### config.mk
export PLATFORM = sky130hd
export DESIGN_NAME = sq_store_queue
export DESIGN_NICKNAME = d
export VERILOG_FILES = /design/src/rtl/sq_pkg.sv /design/src/rtl/sq_payload.sv /design/src/rtl/sq_ctrl.sv /design/src/rtl/sq_store_queue.sv
export SDC_FILE = /design/constraint.sdc
export NUM_CORES = 1
export LEC_CHECK = 0
export BUFFER_PORTS_ARGS = -buffer_cell sky130_fd_sc_hd__buf_2
export CAP_MARGIN = 15
export CORE_MARGIN = 2
export CORE_UTILIZATION = 45
export DETAILED_ROUTE_END_ITERATION = 16
export GPL_TIMING_DRIVEN = 0
export HOLD_SLACK_MARGIN = 0.15
export PLACE_DENSITY = 0.64
export SETUP_SLACK_MARGIN = 0.05
export SYNTH_ARGS = -nofsm -noshare
export SYNTH_HDL_FRONTEND = slang
export SYNTH_SLANG_ARGS = --single-unit
### constraint.sdc
create_clock -name clk -period 7.8 [get_ports clk]
set_input_delay 1.17 -clock clk [delete_from_list [all_inputs] [get_ports clk]]
set_output_delay 1.17 -clock clk [all_outputs]
set_load 0.005 [all_outputs]
### src/rtl/sq_pkg.sv
package sq_pkg;
  parameter int SEQ_W  = 16;
  parameter int ADDR_W = 32;
  parameter int DATA_W = 32;
  parameter int SIZE_W = 4;
  parameter int LQ_W   = 4;

  typedef logic [SEQ_W-1:0]  seq_t;
  typedef logic [ADDR_W-1:0] addr_t;
  typedef logic [DATA_W-1:0] data_t;
  typedef logic [SIZE_W-1:0] size_t;
  typedef logic [LQ_W-1:0]   lq_t;

  typedef struct packed {
    seq_t  seq;
    addr_t addr;
    size_t size;
    data_t data;
    lq_t   lqTag;
  } sq_entry_t;

  // Strobes from control to payload storage.
  typedef struct packed {
    logic write;
  } sq_strobe_t;
endpackage

### src/rtl/sq_payload.sv
module sq_payload #(
  parameter int SLOTS = 5,
  parameter int IDX_W = 3
) (
  input  logic                  clk,
  input  sq_pkg::sq_strobe_t    strb,
  input  logic [IDX_W-1:0]      wrIdx,
  input  sq_pkg::sq_entry_t     wrEntry,
  input  logic [IDX_W-1:0]      wbIdx,
  input  logic [IDX_W-1:0]      headIdx,
  output sq_pkg::addr_t         wbAddr,
  output sq_pkg::data_t         wbData,
  output sq_pkg::size_t         wbSize,
  output sq_pkg::lq_t           headLqTag,
  output sq_pkg::seq_t          seqAll [SLOTS]
);
  sq_pkg::sq_entry_t mem [SLOTS];

  always_ff @(posedge clk) begin
    if (strb.write) mem[wrIdx] <= wrEntry;
  end

  assign wbAddr    = mem[wbIdx].addr;
  assign wbData    = mem[wbIdx].data;
  assign wbSize    = mem[wbIdx].size;
  assign headLqTag = mem[headIdx].lqTag;

  for (genvar g = 0; g < SLOTS; g++) begin : g_seq
    assign seqAll[g] = mem[g].seq;
  end
endmodule

### src/rtl/sq_ctrl.sv
module sq_ctrl #(
  parameter int DEPTH = 4,
  parameter int SLOTS = 5,
  parameter int IDX_W = 3,
  parameter int CNT_W = 3
) (
  input  logic               clk,
  input  logic               rstN,
  input  logic               allocValid,
  input  logic               commitValid,
  input  sq_pkg::seq_t       commitSeq,
  input  logic               condValid,
  input  logic [IDX_W-1:0]   condIdx,
  input  logic               squashValid,
  input  sq_pkg::seq_t       squashSeq,
  input  sq_pkg::seq_t       seqAll [SLOTS],
  input  logic               wbZero,
  input  logic               reqReady,
  input  logic               retry,
  input  logic               cplValid,
  input  logic [IDX_W-1:0]   cplIdx,
  input  logic               stallSet,
  input  logic [IDX_W-1:0]   stallStoreIdx,
  input  sq_pkg::lq_t        stallLoadIdx,
  output sq_pkg::sq_strobe_t strb,
  output logic [IDX_W-1:0]   headIdx,
  output logic [IDX_W-1:0]   tailIdx,
  output logic [IDX_W-1:0]   wbIdx,
  output logic [CNT_W-1:0]   count,
  output logic [CNT_W-1:0]   pending,
  output logic               full,
  output logic               empty,
  output logic               reqValid,
  output logic               replayValid,
  output sq_pkg::lq_t        replayLoadIdx
);
  logic [IDX_W-1:0] head, tail, wbPtr, stallStore;
  logic [SLOTS-1:0] ready, done, readyN, doneN;
  logic [SLOTS-1:0] occupied, mark, cplHit, keep;
  logic blocked, stalled, wbGo, wbZeroGo, accept, refuse, allocGo, trigger;
  sq_pkg::lq_t stallLoad;
  int hd, tl, occI, retire, keepCnt, nMark, nCpl;

  function automatic logic [IDX_W-1:0] wrapAdd(input logic [IDX_W-1:0] base, input int off);
    int s;
    s = int'(base) + off;
    if (s >= SLOTS) s = s - SLOTS;
    return IDX_W'(s);
  endfunction

  always_comb begin
    hd = int'(head);
    tl = int'(tail);
    occI = (tl >= hd) ? tl - hd : tl + SLOTS - hd;
    full  = (occI == DEPTH);
    empty = (occI == 0);
    wbGo     = (wbPtr != tail) && ready[wbPtr] && (pending != '0) && !blocked;
    wbZeroGo = wbGo && wbZero;
    reqValid = wbGo && !wbZero;
    accept   = reqValid && reqReady;
    refuse   = reqValid && !reqReady;
    allocGo  = allocValid && !full && !squashValid;
    for (int i = 0; i < SLOTS; i++) begin
      int off;
      off = (i >= hd) ? i - hd : i + SLOTS - hd;
      occupied[i] = off < occI;
      mark[i] = !squashValid && occupied[i] && !ready[i] &&
                ((commitValid && (seqAll[i] <= commitSeq)) ||
                 (condValid && (condIdx == IDX_W'(i))));
      cplHit[i] = occupied[i] && !done[i] &&
                  ((cplValid && (cplIdx == IDX_W'(i))) ||
                   (wbZeroGo && (wbPtr == IDX_W'(i))));
      keep[i] = occupied[i] && (ready[i] || (seqAll[i] <= squashSeq));
    end
    readyN = ready | mark;
    doneN  = done | cplHit;
    if (allocGo) begin
      readyN[tail] = 1'b0;
      doneN[tail]  = 1'b0;
    end
    nMark = $countones(mark);
    nCpl  = $countones(cplHit);
    retire  = 0;
    keepCnt = 0;
    for (int off = 0; off < SLOTS; off++) begin
      int idx;
      idx = hd + off;
      if (idx >= SLOTS) idx = idx - SLOTS;
      if (off < occI) begin
        if (doneN[idx] && retire == off) retire = off + 1;
        if (keep[idx]) keepCnt = off + 1;
      end
    end
    trigger = stalled && ((accept && (wbPtr == stallStore)) || cplHit[stallStore]);
    strb.write = allocGo;
  end

  always_ff @(posedge clk or negedge rstN) begin
    if (!rstN) begin
      head <= '0; tail <= '0; wbPtr <= '0;
      ready <= '0; done <= '0; pending <= '0;
      blocked <= 1'b0; stalled <= 1'b0; stallStore <= '0; stallLoad <= '0;
      replayValid <= 1'b0; replayLoadIdx <= '0;
    end else begin
      ready <= readyN;
      done  <= doneN;
      head  <= wrapAdd(head, retire);
      if (squashValid)  tail <= wrapAdd(head, keepCnt);
      else if (allocGo) tail <= wrapAdd(tail, 1);
      if (accept || wbZeroGo) wbPtr <= wrapAdd(wbPtr, 1);
      pending <= pending + CNT_W'(nMark) - CNT_W'(nCpl);
      blocked <= refuse ? 1'b1 : (retry ? 1'b0 : blocked);
      replayValid <= trigger;
      if (trigger) replayLoadIdx <= stallLoad;
      if (stallSet) begin
        stalled    <= 1'b1;
        stallStore <= stallStoreIdx;
        stallLoad  <= stallLoadIdx;
      end else if (trigger) begin
        stalled <= 1'b0;
      end
    end
  end

  assign headIdx = head;
  assign tailIdx = tail;
  assign wbIdx   = wbPtr;
  assign count   = CNT_W'(occI);
endmodule

### src/rtl/sq_store_queue.sv
module sq_store_queue #(
  parameter int DEPTH = 4,
  localparam int SLOTS = DEPTH + 1,
  localparam int IDX_W = $clog2(SLOTS),
  localparam int CNT_W = $clog2(SLOTS + 1)
) (
  input  logic                        clk,
  input  logic                        rstN,
  input  logic                        allocValid,
  input  logic [sq_pkg::SEQ_W-1:0]    allocSeq,
  input  logic [sq_pkg::ADDR_W-1:0]   allocAddr,
  input  logic [sq_pkg::SIZE_W-1:0]   allocSize,
  input  logic [sq_pkg::DATA_W-1:0]   allocData,
  input  logic [sq_pkg::LQ_W-1:0]     allocLqTail,
  output logic [IDX_W-1:0]            allocIdx,
  output logic                        full,
  output logic                        empty,
  output logic [CNT_W-1:0]            count,
  output logic [CNT_W-1:0]            pending,
  input  logic                        commitValid,
  input  logic [sq_pkg::SEQ_W-1:0]    commitSeq,
  input  logic                        condValid,
  input  logic [IDX_W-1:0]            condIdx,
  output logic                        reqValid,
  input  logic                        reqReady,
  output logic [IDX_W-1:0]            reqIdx,
  output logic [sq_pkg::ADDR_W-1:0]   reqAddr,
  output logic [sq_pkg::DATA_W-1:0]   reqData,
  output logic [sq_pkg::SIZE_W-1:0]   reqSize,
  input  logic                        retry,
  input  logic                        cplValid,
  input  logic [IDX_W-1:0]            cplIdx,
  input  logic                        squashValid,
  input  logic [sq_pkg::SEQ_W-1:0]    squashSeq,
  input  logic                        stallSet,
  input  logic [IDX_W-1:0]            stallStoreIdx,
  input  logic [sq_pkg::LQ_W-1:0]     stallLoadIdx,
  output logic                        replayValid,
  output logic [sq_pkg::LQ_W-1:0]     replayLoadIdx,
  output logic [sq_pkg::LQ_W-1:0]     headLqTag
);
  sq_pkg::sq_strobe_t strb;
  sq_pkg::sq_entry_t  wrEntry;
  sq_pkg::seq_t       seqAll [SLOTS];
  logic [IDX_W-1:0]   headIdx, tailIdx, wbIdx;

  assign wrEntry = '{seq: allocSeq, addr: allocAddr, size: allocSize,
                     data: allocData, lqTag: allocLqTail};

  sq_payload #(.SLOTS(SLOTS), .IDX_W(IDX_W)) u_payload (
    .clk(clk), .strb(strb), .wrIdx(tailIdx), .wrEntry(wrEntry),
    .wbIdx(wbIdx), .headIdx(headIdx), .wbAddr(reqAddr), .wbData(reqData),
    .wbSize(reqSize), .headLqTag(headLqTag), .seqAll(seqAll)
  );

  sq_ctrl #(.DEPTH(DEPTH), .SLOTS(SLOTS), .IDX_W(IDX_W), .CNT_W(CNT_W)) u_ctrl (
    .clk(clk), .rstN(rstN), .allocValid(allocValid),
    .commitValid(commitValid), .commitSeq(commitSeq),
    .condValid(condValid), .condIdx(condIdx),
    .squashValid(squashValid), .squashSeq(squashSeq), .seqAll(seqAll),
    .wbZero(reqSize == '0), .reqReady(reqReady), .retry(retry),
    .cplValid(cplValid), .cplIdx(cplIdx),
    .stallSet(stallSet), .stallStoreIdx(stallStoreIdx), .stallLoadIdx(stallLoadIdx),
    .strb(strb), .headIdx(headIdx), .tailIdx(tailIdx), .wbIdx(wbIdx),
    .count(count), .pending(pending), .full(full), .empty(empty),
    .reqValid(reqValid), .replayValid(replayValid), .replayLoadIdx(replayLoadIdx)
  );

  assign allocIdx = tailIdx;
  assign reqIdx   = wbIdx;
endmodule

==> results.yml, run 1 <==
clock_network:
  clockBufferDepth: 3
  clk_latency_ns: 0.62
  path_clk_slew_ns: 0.06
  cts.sinks: 692
  ctsHoldBuffers: 0
  cts_inserted_buffers: 73
  cts_tree: "done"
  h-tree-depth: 3
  cts_root_buf: "clkbuf_16"
synth:
  synth_nets: 2580
  syn_area_per_cell_sq_um: 15.19
  synth-xor-area-share_pct: 0.7395
  synth_top_family_by_area: "multiplexers"
  synthesis.area_sq_mm: 0.03316
  ys_async_sr_fraction_pct: 5.202
  synth_seq_cells: 692
  synth-adder-area-share_pct: 9.862
  synth-simple-area-share_pct: 7.938
  synth_flop_cell: "edfxtp_1"
  synth_cells: 2184
  synth_compound_area_share_pct: 6.878
  yosysSeqAreaShare_pct: 62.11
  synth_edf_count: 656
  yosysUniqueCellTypes: 91
  muxShareOfSynthArea_pct: 10.50
  yosys_warnings: 0
floorplanning:
  start_util_pct: 45.46
  ios: 235
  fp.dieArea_sq_mm: 0.07589
  rows: 99
  core_region_area_sq_mm: 0.07296
  dieHeight_microns: 275.5
  die_w_microns: 275.5
placed_design:
  port_buffers: 234
  dpl.hpwl_microns: 60120
  placedCellCount: 3411
  place_congestion: 0.8896
sta:
  period_share_pct: 94.53
  slew_violations: 0
  tns_ns: 0
  relSlewSlack_pct: 31.18
  rsz0062_at_grt: "false"
  setup_violations: 0
  fin_crit_ns: 7.374
  worstMarginPinSlew_ns: 1.006
  fin_worst_skew_ns: 0.02205
  fmax_mhz: 135.6
  hold_violations: 0
setup_path:
  reg2reg_from: "u_ctrl.tailIdx[0]"
  crit_path_max_fanout: 10
  worstSetupStartpointType: "flip-flop"
  cp_data_arrival_time_ns: 7.86
  worstRegToRegCells: 26
  reg2reg_slack_ns: 0.43
  cp-end-kind: "flip-flop"
  critical_path_required_ns: 8.28
  criticalPathCategory: "flip-flop to flip-flop"
  r2r-end: "u_ctrl.headIdx[1]"
hold_path:
  hold_end: "u_ctrl.replayLoadIdx[0]"
  hold_class: "flip-flop to flip-flop"
  hold_start: "u_ctrl.stallLoad[0]"
  holdPathStages: 1
finish:
  nFillCells: 5988
  layout_common_cells: "edfxtp_1 (656), nand2_1 (266), buf_2 (239), ha_1 (239), mux4_2 (144)"
  syn_to_final_growth_pct: 16.58
  drive_above_1_share_pct: 23.10
  multiInputGateArea_sq_mm: 0.01208
  seqCellArea_sq_mm: 0.02061
  final_common_cell: "edfxtp_1"
  fin_util_pct: 52.99
  final_nets: 2929
  final_cells: 3552
power:
  power_density_mw_per_mm2: 375.4
  irDropWorstVdd_mv: 0.5640
  leakage_nw: 14.42
detailed_routing:
  drc_errors: 0
  via_per_inst: 5.713
  firstDrtPassIters: 8
  routed_wl_microns: 86430
  routed-via-count: 20292
  wire_per_inst_microns: 24.33
  ant_nets: 0
  drtIter0Drc: 1580
grt:
  overflow: 0
  grt.total_usage_pct: 22.93
  antenna_found_initial: 16
  grt_first_pass_wirelength_microns: 128800
  grt_pass1_vias: 20948
  grt_max_degree: 66
run_status:
  status: "complete, no violations"
flow_run:
  max-cap-violations: 0
==> cell families (layout without fill, tap and decap cells) <==
kind of cell             Yosys count  in the layout
XOR/XNOR                          28             28
buffers and inverters            168            573
AND/OR/NAND/NOR                  556            556
other                              0              4
multiplexers                     165            165
AO/OA/AOI/OAI                    322            322
adder cells (fa/ha/maj)          253            253
flip-flops                       692            692
==> power breakdown <==
group,switching [mW],internal (mW)
registers,0.197,4.47
clock network,1.44,1.99
logic,3.91,2.51
==> layer usage <==
metal	track usage [%]	share of wire, %	up-vias
met5	0	0.16	-
met1	29.78	42	10338
met3	5.020	6.2	150
met4	6.629	2.5	22
li1	-	-	9280
met2	38.80	49	502
==> sequential cells by signal, summed over array words and instances, names as in the netlist <==
register / cells
u_ctrl.done: 5
u_ctrl.blocked: 1
u_ctrl.replayLoadIdx: 4
u_ctrl.headIdx: 3
u_ctrl.replayValid: 1
u_ctrl.stallLoad: 4
u_ctrl.stallStore: 3
u_payload.mem: 656
u_ctrl.ready: 5
u_ctrl.pending: 3
u_ctrl.stalled: 1
u_ctrl.tailIdx: 3
u_ctrl.wbIdx: 3
==> worst max-delay path: stages, from the launching register on <==
cell	delay [ns]
dfrtp_1	0.41
buf_2	0.22
inv_1	0.13
ha_1	0.17
inv_1	0.06
fa_1	0.37
inv_1	0.08
fa_2	0.29
and2_2	0.27
mux2_2	0.49
ha_1	0.26
or2_2	0.30
a2111oi_4	0.48
nor2_2	0.24
o311ai_4	0.42
nand3_1	0.12
a31o_1	0.28
a221oi_1	0.45
o22ai_1	0.18
ha_1	0.24
fa_1	0.51
inv_1	0.07
ha_1	0.20
nor2b_1	0.15
o21ai_0	0.13
a211oi_2	0.37
mux2_2	0.37
==> through the flow <==
stage	total power [mW]	setup WS, ns	hold slack (ns)	instance area (sq um)
global route	15.44	0.1010	0.5214	38650
global placement	10.50	-7.730	0.4875	35540
floorplan	8.922	-0.6933	0.4774	33170
CTS	14.36	0.02691	0.5064	38540
finish	14.52	0.4264	0.5058	38660
detailed placement	10.77	-1.098	0.4923	36090
==> how the worst max path moves through the flow <==
stage,startpoint,slack (ns),cells after the start,end
6_report,u_ctrl.tailIdx[0],0.43,26,u_ctrl.headIdx[1]
5_1_grt,u_ctrl.headIdx[2],0.10,24,u_ctrl.pending[2]
4_1_cts,u_ctrl.headIdx[2],0.03,26,u_ctrl.headIdx[1]
3_5_place_dp,u_ctrl.headIdx[2],-1.10,24,u_ctrl.headIdx[1]
3_3_place_gp,u_ctrl.headIdx[2],-7.73,11,u_payload.mem[6][43]
2_1_floorplan,u_ctrl.headIdx[2],-0.69,11,u_payload.mem[5][0]
==> Yosys cell counts (all sizes together) (4+ instances only) <==
library cell / number / area share [%]
a2111oi: 4 / 0.18
a211o: 4 / 0.11
a211oi: 20 / 0.49
a21boi: 5 / 0.15
a21o: 43 / 0.97
a21oi: 74 / 1.1
a221o: 6 / 0.18
a311oi: 5 / 0.13
a31o: 5 / 0.13
a31oi: 7 / 0.13
a32oi: 6 / 0.16
and2: 11 / 0.21
and3: 10 / 0.19
buf: 33 / 0.44
clkbuf: 31 / 0.35
dfrtp: 36 / 2.7
edfxtp: 656 / 59
fa: 14 / 0.85
ha: 239 / 9.0
inv: 103 / 1.2
mux2: 12 / 0.45
mux2i: 9 / 0.27
mux4: 144 / 9.8
nand2: 266 / 3.0
nand2b: 14 / 0.26
nand3: 31 / 0.51
nand3b: 5 / 0.11
nand4: 36 / 0.68
nor2: 80 / 0.93
nor2b: 19 / 0.36
nor3: 39 / 0.65
nor3b: 4 / 0.091
nor4: 10 / 0.21
nor4b: 5 / 0.13
o211ai: 12 / 0.27
o21a: 20 / 0.45
o21ai: 49 / 0.74
o21bai: 5 / 0.11
o22ai: 9 / 0.17
o31ai: 11 / 0.26
or2: 4 / 0.075
or3: 8 / 0.15
xnor2: 25 / 0.66
==> final cells by class <==
class,count,area share [%]
sequential,692,53.30
multi-input combinational,1324,31.26
clock buffer,90,4.945
timing repair buffer,275,4.502
tap,959,3.104
clock inverter,41,1.117
inverter,104,1.078
buffer,63,0.6731
antenna,4,0.02589
==> what timing repair did <==
item / CTS / global route
gates resized for setup: 16 / 18
buffers inserted: 4 / 3
cloned: 0 / 0
setup endpoints to repair: 9 / 6
pin swaps: 0 / 3
Note: power is estimated with default switching activity, not from simulation.
==> run 2, diff against run 1 <==
--- a/config.mk
+++ b/config.mk
@@ -10,7 +10,6 @@
 export CORE_MARGIN = 2
 export CORE_UTILIZATION = 45
 export DETAILED_ROUTE_END_ITERATION = 16
-export GPL_TIMING_DRIVEN = 0
 export HOLD_SLACK_MARGIN = 0.15
 export PLACE_DENSITY = 0.64
 export SETUP_SLACK_MARGIN = 0.05
==> run 2 against run 1 <==
Flip-flop and latch count unchanged. Global-route usage is 0.22 points lower. Critical path type unchanged. Critical endpoint unchanged. Via count is 0.73% lower. Final cell count decreased by 2.0%. Routed wire length decreased by 0.85%. Maximum frequency rose by 1.5%. Final area is 1.9% lower. Clock skew fell by 0.0015 ns. Utilization is 0.98 points lower.
==> results.yml, run 2 (synthesized netlist as in run 1, its figures left out) <==
run_status:
  status: "complete, no violations"
clock_network:
  cts.sinks: 692
  ctsHoldBuffers: 0
  clockBufferDepth: 3
  clk_latency_ns: 0.61
  cts_inserted_buffers: 74
  cts_root_buf: "clkbuf_16"
  cts_tree: "done"
  path_clk_slew_ns: 0.07
  h-tree-depth: 3
placed_design:
  placed_cell_area_sq_mm: 0.03559
  port_buffers: 234
  place_congestion: 0.9268
  dpl.hpwl_microns: 55070
setup_path:
  r2r-end: "u_ctrl.headIdx[1]"
  cp_data_arrival_time_ns: 7.75
  reg2reg_slack_ns: 0.54
  cp-end-kind: "flip-flop"
  worstSetupEndpoint: "u_ctrl.headIdx[1]"
  worstRegToRegCells: 24
  worstSetupStartpointType: "flip-flop"
  critical_path_required_ns: 8.29
  crit_path_max_fanout: 12
  reg2reg_from: "u_ctrl.tailIdx[1]"
  crit_start: "u_ctrl.tailIdx[1]"
  criticalPathCategory: "flip-flop to flip-flop"
sta:
  fin_worst_skew_ns: 0.02052
  period_share_pct: 93.10
  tns_ns: 0
  worstMarginPinSlew_ns: 1.154
  whs_ns: 0.5154
  setup_violations: 0
  hold_violations: 0
  relSlewSlack_pct: 22.38
  fmax_mhz: 137.7
  slew_violations: 0
  rsz0062_at_grt: "false"
  fin_crit_ns: 7.262
grt:
  grt_pass1_vias: 20574
  antenna_found_initial: 12
  grt_first_pass_wirelength_microns: 128200
  grt_max_degree: 73
  grt.total_usage_pct: 22.71
  overflow: 0
detailed_routing:
  drc_errors: 0
  drtIter0Drc: 1591
  firstDrtPassIters: 5
  ant_nets: 0
  wire_per_inst_microns: 24.62
  routed_wl_microns: 85690
  via_per_inst: 5.787
  routed-via-count: 20144
floorplanning:
  fp.dieArea_sq_mm: 0.07589
  core_region_area_sq_mm: 0.07296
  rows: 99
  ios: 235
  start_util_pct: 45.46
  dieHeight_microns: 275.5
  die_w_microns: 275.5
power:
  p_sw_share_pct: 38.24
  leakage_nw: 14.15
  power_density_mw_per_mm2: 375.8
  p_total_mw: 14.26
  intPower_mw: 8.807
  pwr-share-clk_pct: 23.7
  netSwitchingPower_mw: 5.453
  irDropWorstVdd_mv: 0.3019
  power_frac_seq_pct: 32.4
  combPwrFrac_pct: 43.9
finish:
  drive_above_1_share_pct: 22.36
  final_nets: 2856
  final_area_sq_mm: 0.03795
  final_common_cell: "edfxtp_1"
  layout_common_cells: "edfxtp_1 (656), nand2_1 (266), ha_1 (239), buf_2 (234), mux4_2 (144)"
  largest_reg_flops: 656
  syn_to_final_growth_pct: 14.42
  top_regs: "u_payload.mem (656), u_ctrl.done (5), u_ctrl.ready (5)"
  nFillCells: 5982
  top_register: "u_payload.mem"
  fin_util_pct: 52.01
flow_run:
  max-cap-violations: 0
hold_path:
  hold_class: "flip-flop to flip-flop"
## run 2: cell type report
| type | count | area (sq um) | area share, % |
|---|---|---|---|
| sequential | 692 | 20610 | 54.32 |
| multi-input combinational | 1324 | 11950 | 31.50 |
| clock buffer | 91 | 1979 | 5.216 |
| timing repair buffer | 264 | 1434 | 3.779 |
| tap | 959 | 1200 | 3.162 |
| inverter | 104 | 399.1 | 1.052 |
| clock inverter | 43 | 357.8 | 0.9431 |
| antenna | 4 | 10.01 | 0.02638 |
## run 2: what timing repair did
item                                   in CTS  in global routing
setup buffers                               0                  0
gates resized for setup                     0                  1
endpoints found under the hold margin       0                  0
setup endpoints to repair                   0                  2
## run 2: worst min path at each step
| stage | start | endpoint | cells after the start |
|---|---|---|---|
| finish | u_ctrl.stalled | u_ctrl.stalled | 1 |
| global route | u_ctrl.replayLoadIdx[1] | u_ctrl.replayLoadIdx[1] | 1 |
| CTS | u_ctrl.stalled | u_ctrl.stalled | 1 |
| detailed placement | u_ctrl.stalled | u_ctrl.stalled | 1 |
| global placement | u_ctrl.stallLoad[2] | u_ctrl.replayLoadIdx[2] | 1 |
| floorplan | u_ctrl.stallLoad[0] | u_ctrl.replayLoadIdx[0] | 1 |
## run 2: per-stage QoR
step | instances | setup WS (ns)
6_report | 3481 | 0.5381
3_3_place_gp | 3343 | 0.7997
5_1_grt | 3480 | 0.06886
4_1_cts | 3477 | 0.5156
2_1_floorplan | 2184 | -0.6933
3_5_place_dp | 3343 | 0.4910
## run 2: power by group through the flow
stage | combinational [mW] | sequential [mW] | clock (mW)
after floorplan | 4.24 | 4.68 | 0
after detailed placement | 6.19 | 4.69 | 0
after CTS | 6.23 | 4.62 | 3.46
final | 6.27 | 4.62 | 3.38
after global routing | 6.94 | 4.64 | 3.59
after global placement | 6.03 | 4.67 | 0
## run 2: critical path, cell delays in order, from the launching register on
cell      delay (ns)
dfrtp_1         0.59
ha_1            0.35
xnor2_1         0.14
ha_1            0.34
a21oi_1         0.08
and2_1          0.18
ha_1            0.30
inv_1           0.04
a21oi_1         0.45
ha_1            0.23
nand4b_1        0.15
o221ai_1        0.20
nor2_1          0.74
o311ai_4        0.19
a311o_1         0.38
a32o_1          0.28
o22ai_1         0.30
ha_1            0.26
fa_1            0.44
inv_1           0.11
ha_1            0.17
nor2b_1         0.19
o21ai_0         0.12
a211oi_1        0.50
mux2_2          0.40
## run 2: per-layer routing
layer	vias to the layer above	GRT usage, %	share of wire [%]
li1	9109	-	-
met1	10241	30.34	42
met2	640	37.82	49
met3	136	4.828	6.9
met4	18	6.088	2.3
met5	-	0	0.11
